`src/rtl/arb2_pkg.sv`:
```
package arb2_pkg;

    typedef enum logic [1:0] {
        ST_IDLE   = 2'd0,
        ST_OWN_HI = 2'd1,
        ST_OWN_LO = 2'd2
    } arb_state_e;

endpackage

```
`src/rtl/arb2_stage.sv`:
```
// One position on a grant chain: keeps the grant when requesting,
// otherwise forwards it downstream.
module arb2_stage (
    input  logic grant_in,
    input  logic dev_req,
    output logic take,
    output logic grant_out
);

    assign take      = grant_in &  dev_req;
    assign grant_out = grant_in & ~dev_req;

endmodule

```
`src/rtl/arb2_chain.sv`:
```
// A level: the wired-OR request line plus the grant chain through its devices.
module arb2_chain #(
    parameter int N_DEV = 4
) (
    input  logic             chain_en,
    input  logic [N_DEV-1:0] dev_req,
    output logic             level_req,
    output logic [N_DEV-1:0] take
);

    logic [N_DEV-1:0] pass;

    assign level_req = |dev_req;
    assign pass[0]   = chain_en;

    for (genvar i = 0; i < N_DEV; i++) begin : g_pos
        if (i < N_DEV - 1) begin : g_mid
            arb2_stage u_stage (
                .grant_in (pass[i]),
                .dev_req  (dev_req[i]),
                .take     (take[i]),
                .grant_out(pass[i+1])
            );
        end else begin : g_last
            // The last device has nowhere to forward an unclaimed grant.
            assign take[i] = pass[i] & dev_req[i];
        end
    end

endmodule

```
`src/rtl/arb2_ctrl.sv`:
```
// Ownership state machine: decides only from idle, holds until release.
module arb2_ctrl
    import arb2_pkg::*;
#(
    parameter int N_DEV = 4
) (
    input  logic             clk,
    input  logic             rst_n,
    input  logic [N_DEV-1:0] req_hi,
    input  logic [N_DEV-1:0] req_lo,
    input  logic             line_hi,
    input  logic             line_lo,
    input  logic [N_DEV-1:0] take_hi,
    input  logic [N_DEV-1:0] take_lo,
    output logic             en_hi,
    output logic             en_lo,
    output logic [N_DEV-1:0] owner_hi,
    output logic [N_DEV-1:0] owner_lo,
    output logic             lvl_hi,
    output logic             lvl_lo
);

    arb_state_e state_q, state_d;
    logic       keep_hi, keep_lo;

    assign keep_hi = |(owner_hi & req_hi);
    assign keep_lo = |(owner_lo & req_lo);

    // Next-state logic
    always_comb begin
        state_d = state_q;
        unique case (state_q)
            ST_IDLE: begin
                if (line_hi)      state_d = ST_OWN_HI;
                else if (line_lo) state_d = ST_OWN_LO;
            end
            ST_OWN_HI: if (!keep_hi) state_d = ST_IDLE;
            ST_OWN_LO: if (!keep_lo) state_d = ST_IDLE;
            default:   state_d = ST_IDLE;
        endcase
    end

    // State register
    always_ff @(posedge clk) begin
        if (!rst_n) state_q <= ST_IDLE;
        else        state_q <= state_d;
    end

    // Owner register: loaded on a decision, cleared on release
    always_ff @(posedge clk) begin
        if (!rst_n) begin
            owner_hi <= '0;
            owner_lo <= '0;
        end else begin
            unique case (state_q)
                ST_IDLE: begin
                    owner_hi <= take_hi;
                    owner_lo <= take_lo;
                end
                ST_OWN_HI: if (!keep_hi) owner_hi <= '0;
                ST_OWN_LO: if (!keep_lo) owner_lo <= '0;
                default: begin
                    owner_hi <= '0;
                    owner_lo <= '0;
                end
            endcase
        end
    end

    // Outputs
    always_comb begin
        en_hi  = 1'b0;
        en_lo  = 1'b0;
        lvl_hi = 1'b0;
        lvl_lo = 1'b0;
        unique case (state_q)
            ST_IDLE: begin
                en_hi = line_hi;
                en_lo = line_lo & ~line_hi;
            end
            ST_OWN_HI: lvl_hi = 1'b1;
            ST_OWN_LO: lvl_lo = 1'b1;
            default: ;
        endcase
    end

endmodule

```
`src/rtl/arb2_top.sv`:
```
module arb2_top #(
    parameter int N_DEV = 4
) (
    input  logic             clk,
    input  logic             rst_n,
    input  logic [N_DEV-1:0] req_hi,
    input  logic [N_DEV-1:0] req_lo,
    output logic [N_DEV-1:0] gnt_hi,
    output logic [N_DEV-1:0] gnt_lo,
    output logic             lvl_gnt_hi,
    output logic             lvl_gnt_lo
);

    logic             line_hi, line_lo;
    logic             en_hi, en_lo;
    logic [N_DEV-1:0] take_hi, take_lo;

    arb2_chain #(.N_DEV(N_DEV)) u_chain_hi (
        .chain_en (en_hi),
        .dev_req  (req_hi),
        .level_req(line_hi),
        .take     (take_hi)
    );

    arb2_chain #(.N_DEV(N_DEV)) u_chain_lo (
        .chain_en (en_lo),
        .dev_req  (req_lo),
        .level_req(line_lo),
        .take     (take_lo)
    );

    arb2_ctrl #(.N_DEV(N_DEV)) u_ctrl (
        .clk     (clk),
        .rst_n   (rst_n),
        .req_hi  (req_hi),
        .req_lo  (req_lo),
        .line_hi (line_hi),
        .line_lo (line_lo),
        .take_hi (take_hi),
        .take_lo (take_lo),
        .en_hi   (en_hi),
        .en_lo   (en_lo),
        .owner_hi(gnt_hi),
        .owner_lo(gnt_lo),
        .lvl_hi  (lvl_gnt_hi),
        .lvl_lo  (lvl_gnt_lo)
    );

endmodule

```
`config.mk`:
```
export PLATFORM = sky130hd
export DESIGN_NAME = arb2_top
export DESIGN_NICKNAME = d
export VERILOG_FILES = /design/src/rtl/arb2_pkg.sv /design/src/rtl/arb2_stage.sv /design/src/rtl/arb2_chain.sv /design/src/rtl/arb2_ctrl.sv /design/src/rtl/arb2_top.sv
export SDC_FILE = /design/constraint.sdc
export NUM_CORES = 1
export LEC_CHECK = 0
export CORE_MARGIN = 1.5
export CORE_UTILIZATION = 35
export CTS_BUF_LIST = sky130_fd_sc_hd__clkbuf_8
export DETAILED_ROUTE_END_ITERATION = 8
export PLACE_DENSITY_LB_ADDON = 0.25
export REMOVE_ABC_BUFFERS = 1
export SLEW_MARGIN = 20
export SYNTH_ARGS = -nofsm -noshare
export SYNTH_HDL_FRONTEND = slang
export SYNTH_SLANG_ARGS = --single-unit
```
`constraint.sdc`:
```
create_clock -name clk -period 2.52 [get_ports clk]
set_input_delay 0.504 -clock clk [delete_from_list [all_inputs] [get_ports clk]]
set_output_delay 0.504 -clock clk [all_outputs]
set_load 0.005 [all_outputs]
```
==> results of run 1 <==
path summary, 6_finish.rpt:
path,startpoint,end,cells past startpoint,slack [ps]
worst min-delay path,u_ctrl.owner_hi[0]$_SDFFE_PN0P_,u_ctrl.owner_hi[0]$_SDFFE_PN0P_,2,490
worst max register to register,u_ctrl.state_q[0]$_SDFFE_PN0P_,u_ctrl.owner_hi[3]$_SDFFE_PN0P_,3,1300
worst min register to register,u_ctrl.owner_hi[0]$_SDFFE_PN0P_,u_ctrl.owner_hi[0]$_SDFFE_PN0P_,2,490
worst max-delay path,u_ctrl.state_q[0]$_SDFFE_PN0P_,lvl_gnt_hi,2,650
metrics by stage:
step / cell area, µm² / worst slack, ps / power (mW) / hold WS [ps] / util (%)
final: 778 / 654 / 0.387 / 495 / 57.0
after floorplan: 528 / 1230 / 0.193 / 477 / -
after detailed placement: 737 / 601 / 0.227 / 493 / 53.9
after global placement: 737 / 630 / 0.226 / 487 / 53.9
after CTS: 778 / 634 / 0.396 / 501 / 57.0
after global routing: 778 / 533 / 0.413 / 518 / 57.0
cells by family after synthesis:
| logic type | Yosys count | synth area share [%] |
|---|---|---|
| buffers and inverters | 6 | 4.46 |
| and+or+nand+nor | 25 | 29.6 |
| AOI/OAI and AO/OA | 20 | 28.4 |
| DFF | 10 | 37.6 |
cell usage in the layout (no fill, tap or decap), types with 3 or more instances in the layout:
cell,synthesis,layout
clkdlybuf4s50_1,0,19
dfxtp_1,10,10
nand2_1,7,7
o21ai_0,5,5
inv_1,5,5
a32oi_1,4,4
a22o_1,3,3
o211ai_1,3,3
nand3_1,3,3
clkbuf_8,0,3
flip-flops by register name (all words and copies together) (netlist names):
signal / count
u_ctrl.owner_hi: 4
u_ctrl.owner_lo: 4
u_ctrl.state_q: 2
cells in the mapped netlist, types with 2 or more instances:
master,instances,area (µm²)
and3b_1,2,17.5
a32oi_1,4,35.0
o21ai_1,2,10.0
nand3_1,3,15.0
nor4b_1,2,17.5
inv_1,5,18.8
o21ai_0,5,25.0
nand2_1,7,26.3
nor2_1,2,7.51
and2b_1,2,15.0
a22o_1,3,26.3
o211ai_1,3,22.5
nor2b_1,2,12.5
dfxtp_1,10,200
power breakdown:
group | total [mW] | leakage (nW) | switching, mW | internal (mW)
clock | 0.163 | 0.0216 | 0.0583 | 0.104
combinational | 0.0547 | 0.167 | 0.0229 | 0.0318
sequential | 0.170 | 0.0813 | 0.00643 | 0.163
critical path, cell delays in order, from the launching register on:
cell,delay [ps]
dfxtp_1,450
nor2b_1,170
clkdlybuf4s50_1,510
cell type report:
type,count,area [µm²]
clock buffer,3,41.3
fill,135,588
inverter,5,18.8
multi-input combinational,45,309
sequential,10,200
tap,15,18.8
timing repair buffer,19,190
metal layers:
metal / vias up / wire length, µm
met3: 5 / 91
met2: 22 / 577
met5: - / 0
met1: 267 / 583
li1: 276 / -
met4: 0 / 13
==> impl_metrics.py, run 1 <==
metrics = {
    "clocking": {
        "holdBufCountCts": 0,
        "clk_path_buf_depth": 2,
        "post_cts_resized": 0,
        "cts_tree": "built",
        "clock-sinks": 10,
        "clk_pin_slew_worst_paths_ps": 50,
        "h-tree-depth": 1,
        "cts_setup_buffers": 0,
        "cts_inserted_buffers": 3,
        "insertion_delay_ps": 230,
        "cts-root-buf": "clkbuf_8",
    },
    "route": {
        "wl_per_cell_um": 13.0,
        "ant_nets": 0,
        "drcViolationCount": 0,
        "vias_per_cell": 5.88,
        "drt-initial-drc-count": 23,
        "vias": 570,
        "drtPass1Iterations": 4,
        "routed_wirelength_um": 1270,
    },
    "synth": {
        "seq_area_frac_synth_pct": 37.6,
        "avgSynthCellArea_um2": 8.74,
        "synth_edf_count": 0,
        "synth-async-reset-ratio_pct": 0,
        "synth_warnings": 0,
        "synthFlopType": "dfxtp_1",
        "syn_inst": 61,
        "synth.cell_area_um2": 533,
        "synth.distinct_cells": 23,
        "synth-seq-cells": 10,
    },
    "setup_path": {
        "worst_ep_required_time_ps": 2020,
        "endpoint_kind": "primary output",
        "worst-setup-path-type": "flop to primary output",
        "cp_max_fo": 8,
        "cp.arrival_ps": 1360,
        "start_kind": "flop",
    },
    "grt": {
        "antenna_found_initial": 0,
        "grt_max_degree": 9,
        "use_met1_pct": 20.2,
        "grt_busiest_layer": "met2",
        "grt_pass1_wl_um": 2210,
        "overflow": 0,
        "use_met3_pct": 7.76,
        "track_usage_pct": 16.5,
        "grt_pass1_vias": 502,
        "use_met2_pct": 25.6,
    },
    "placement": {
        "place.gp.congestion": 0.810,
        "dp.cells": 94,
        "hpwl_um": 938,
        "portBuffers": 19,
    },
    "floorplan": {
        "core_um2": 1370,
        "fp.dieW_um": 42.0,
        "dieHeight_um": 42.0,
        "start_util_pct": 39.0,
        "die_area_um2": 1770,
        "top_level_ports": 20,
        "rows": 13,
    },
    "sta": {
        "maxSlewHeadroom_pct": 63.0,
        "tightest_slew_ps": 551,
        "grt_setup_unrepaired": "no",
        "finalCritPeriodShare_pct": 74.0,
        "final.setup.tns_ps": 0,
        "maxSlewViolCount": 0,
        "fmax_mhz": 536,
        "hold_violations": 0,
        "finalSetupViolCount": 0,
        "finalCriticalPeriod_ps": 1870,
        "fin_skew_ps": 2.78,
    },
    "job": {
        "cap_violations": 0,
    },
    "final_layout": {
        "area_growth_pct": 46.0,
        "stdcell_count": 97,
        "final_layout_size_suffix_gt1_share_pct": 8.54,
        "num_antenna_cells": 0,
        "nNetsFinal": 94,
    },
    "status": {
        "status": "completed",
    },
    "pwr": {
        "cellPowerDensity_nw_per_um2": 497,
        "peakVddDrop_mv": 0.382,
        "p_leak_nw": 0.270,
    },
    "worst_hold_path": {
        "hp-class": "flop to flop",
    },
}
Power figures use the tool's default switching activity.
==> run 2, diff against run 1 <==
Clock period 2.52 ns to 1.9 ns, I/O delays scaled along.
==> run 2 against run 1 <==
Against the previous run: sequential power rose by 32%; critical endpoint unchanged; critical path depth did not move; cell area rose by 0.96%; first-iteration DRC count fell by 26%; flip-flop and latch count did not move; clock power rose by 28%; non-clock buffer count rose by 1; combinational power rose by 37%; hold slack barely moved; largest power group unchanged; clock skew fell by 2.4 ps; sequential share of layout area fell by 0.25 points; core utilization rose by 0.55 points.
==> impl_metrics.py, run 2 (synthesis results as in run 1) <==
metrics = {
    "floorplan": {
        "top_level_ports": 20,
        "rows": 13,
        "die_area_um2": 1770,
        "start_util_pct": 39.0,
        "core_um2": 1370,
        "fp.dieW_um": 42.0,
        "dieHeight_um": 42.0,
    },
    "final_layout": {
        "layout_common_cells": "clkdlybuf4s50_1, dfxtp_1, nand2_1",
        "stdcell_count": 98,
        "final_layout_size_suffix_gt1_share_pct": 9.64,
        "area_growth_pct": 47.4,
        "nNetsFinal": 95,
        "regArea_um2": 200,
        "num_antenna_cells": 0,
        "fillers": 127,
        "final_core_util_pct": 57.5,
        "final_common_cell": "clkdlybuf4s50_1",
        "reg.largest.list": "u_ctrl.owner_hi (4), u_ctrl.owner_lo (4), u_ctrl.state_q (2)",
        "multi_input_area_um2": 309,
    },
    "grt": {
        "antenna_found_initial": 0,
        "grt_pass1_wl_um": 2240,
        "grt_busiest_layer": "met2",
        "use_met1_pct": 20.3,
        "use_met2_pct": 26.3,
        "grt_pass1_vias": 512,
        "grt_max_degree": 9,
        "overflow": 0,
        "use_met3_pct": 3.88,
        "track_usage_pct": 16.0,
    },
    "sta": {
        "maxSlewHeadroom_pct": 64.9,
        "hold_violations": 0,
        "timing.final.ws_setup_ps": 186,
        "fmax_mhz": 584,
        "grt_setup_unrepaired": "no",
        "finalCriticalPeriod_ps": 1710,
        "maxSlewViolCount": 0,
        "finalCritPeriodShare_pct": 90.2,
        "final.setup.tns_ps": 0,
        "tightest_slew_ps": 519,
        "fin_skew_ps": 0.396,
        "finalSetupViolCount": 0,
    },
    "pwr": {
        "combPwrFrac_pct": 14.8,
        "peakVddDrop_mv": 0.367,
        "p_clk_share_pct": 40.9,
        "seqPwrFrac_pct": 44.4,
        "cellPowerDensity_nw_per_um2": 647,
        "p_sw_mw": 0.111,
        "p_leak_nw": 0.275,
        "intPower_mw": 0.397,
        "power_mw": 0.508,
        "switching_share_pct": 21.8,
    },
    "placement": {
        "place.gp.congestion": 0.760,
        "dp_slack_ps": 189,
        "portBuffers": 19,
        "hpwl_um": 959,
        "dp.cells": 95,
    },
    "clocking": {
        "cts_tree": "built",
        "clk_path_buf_depth": 2,
        "h-tree-depth": 1,
        "cts_inserted_buffers": 3,
        "holdBufCountCts": 0,
        "cts_setup_buffers": 0,
        "insertion_delay_ps": 220,
        "clock-sinks": 10,
        "post_cts_resized": 0,
        "clk_pin_slew_worst_paths_ps": 40,
        "cts-root-buf": "clkbuf_8",
    },
    "setup_path": {
        "r2r_start": "u_ctrl.state_q[0]$_SDFFE_PN0P_",
        "ff2ff_path_depth": 3,
        "r2r-end": "u_ctrl.owner_hi[1]$_SDFFE_PN0P_",
        "cpPeakStageDelay_ps": 500,
        "start_kind": "flop",
        "critPathCapture": "lvl_gnt_hi",
        "cp.arrival_ps": 1330,
        "endpoint_kind": "primary output",
        "crit_start": "u_ctrl.state_q[0]$_SDFFE_PN0P_",
        "worst-setup-path-type": "flop to primary output",
        "cp_max_fo": 8,
        "critPathBufInv": 1,
        "rrSetupSlack_ps": 700,
        "crit_family": "buffers and inverters",
        "path_depth": 2,
        "crit_chain": "nor2b_1 > clkdlybuf4s50_1",
        "worst_ep_required_time_ps": 1520,
        "critPathSlowestCell": "clkdlybuf4s50_1",
    },
    "route": {
        "drt-initial-drc-count": 17,
        "vias_per_cell": 5.68,
        "ant_nets": 0,
        "routed_wirelength_um": 1320,
        "drtPass1Iterations": 4,
        "drcViolationCount": 0,
        "vias": 557,
        "wl_per_cell_um": 13.5,
    },
    "job": {
        "cap_violations": 0,
    },
    "worst_hold_path": {
        "hp-class": "flop to flop",
    },
    "status": {
        "status": "completed",
    },
}
-- run 2: cell count changes in the layout (fill, tap and decap cells not counted), sizes merged --
cell	delta
buf	+1
-- run 2: worst reg2reg max path, cell delays in order, from the launching register on --
cell and delay, ps:
dfxtp_1 370, nor4b_1 530, nand2_1 120, o211ai_1 100
-- run 2: layout make-up --
class / count / area share [%]
clock buffers: 3 / 5.25
multi-input cells: 45 / 39.3
flip-flops and latches: 10 / 25.5
repair buffers: 20 / 25.2
well taps: 15 / 2.39
inverters: 5 / 2.39
-- run 2: per-layer routing --
metal,share of wire [%],up-vias
li1,-,275
met4,0,0
met3,5.6,0
met5,0,-
met1,48,261
met2,47,21
-- run 2: worst min path at each step --
stage,cells after the start,start,endpoint,slack (ps)
2_1_floorplan,2,u_ctrl.owner_hi[0]$_SDFFE_PN0P_,u_ctrl.owner_hi[0]$_SDFFE_PN0P_,480
3_3_place_gp,2,u_ctrl.owner_hi[0]$_SDFFE_PN0P_,u_ctrl.owner_hi[0]$_SDFFE_PN0P_,480
3_5_place_dp,2,u_ctrl.owner_lo[0]$_SDFFE_PN0P_,u_ctrl.owner_lo[0]$_SDFFE_PN0P_,490
4_1_cts,2,u_ctrl.owner_lo[0]$_SDFFE_PN0P_,u_ctrl.owner_lo[0]$_SDFFE_PN0P_,500
5_1_grt,2,u_ctrl.owner_lo[0]$_SDFFE_PN0P_,u_ctrl.owner_lo[0]$_SDFFE_PN0P_,520
6_report,2,u_ctrl.owner_lo[1]$_SDFFE_PN0P_,u_ctrl.owner_lo[1]$_SDFFE_PN0P_,490
-- run 2: stage by stage --
step	hold WS (ps)	cell area, µm²
final	495	786
after global routing	517	786
after CTS	500	786
after detailed placement	491	744
after global placement	484	744
after floorplan	477	528
-- run 2: power groups by stage --
stage | registers, mW | clock network, mW | logic, mW
floorplan | 0.228 | 0 | 0.0284
global placement | 0.229 | 0 | 0.0729
detailed placement | 0.229 | 0 | 0.0739
CTS | 0.225 | 0.214 | 0.0744
global route | 0.226 | 0.225 | 0.0805
finish | 0.225 | 0.208 | 0.0750
==> run 3, diff against run 2 <==
Settings changed: SKIP_LAST_GASP from default to 1.
==> results of run 3 <==
No change in the layout: final DEF, timing and power equal those of run 2.
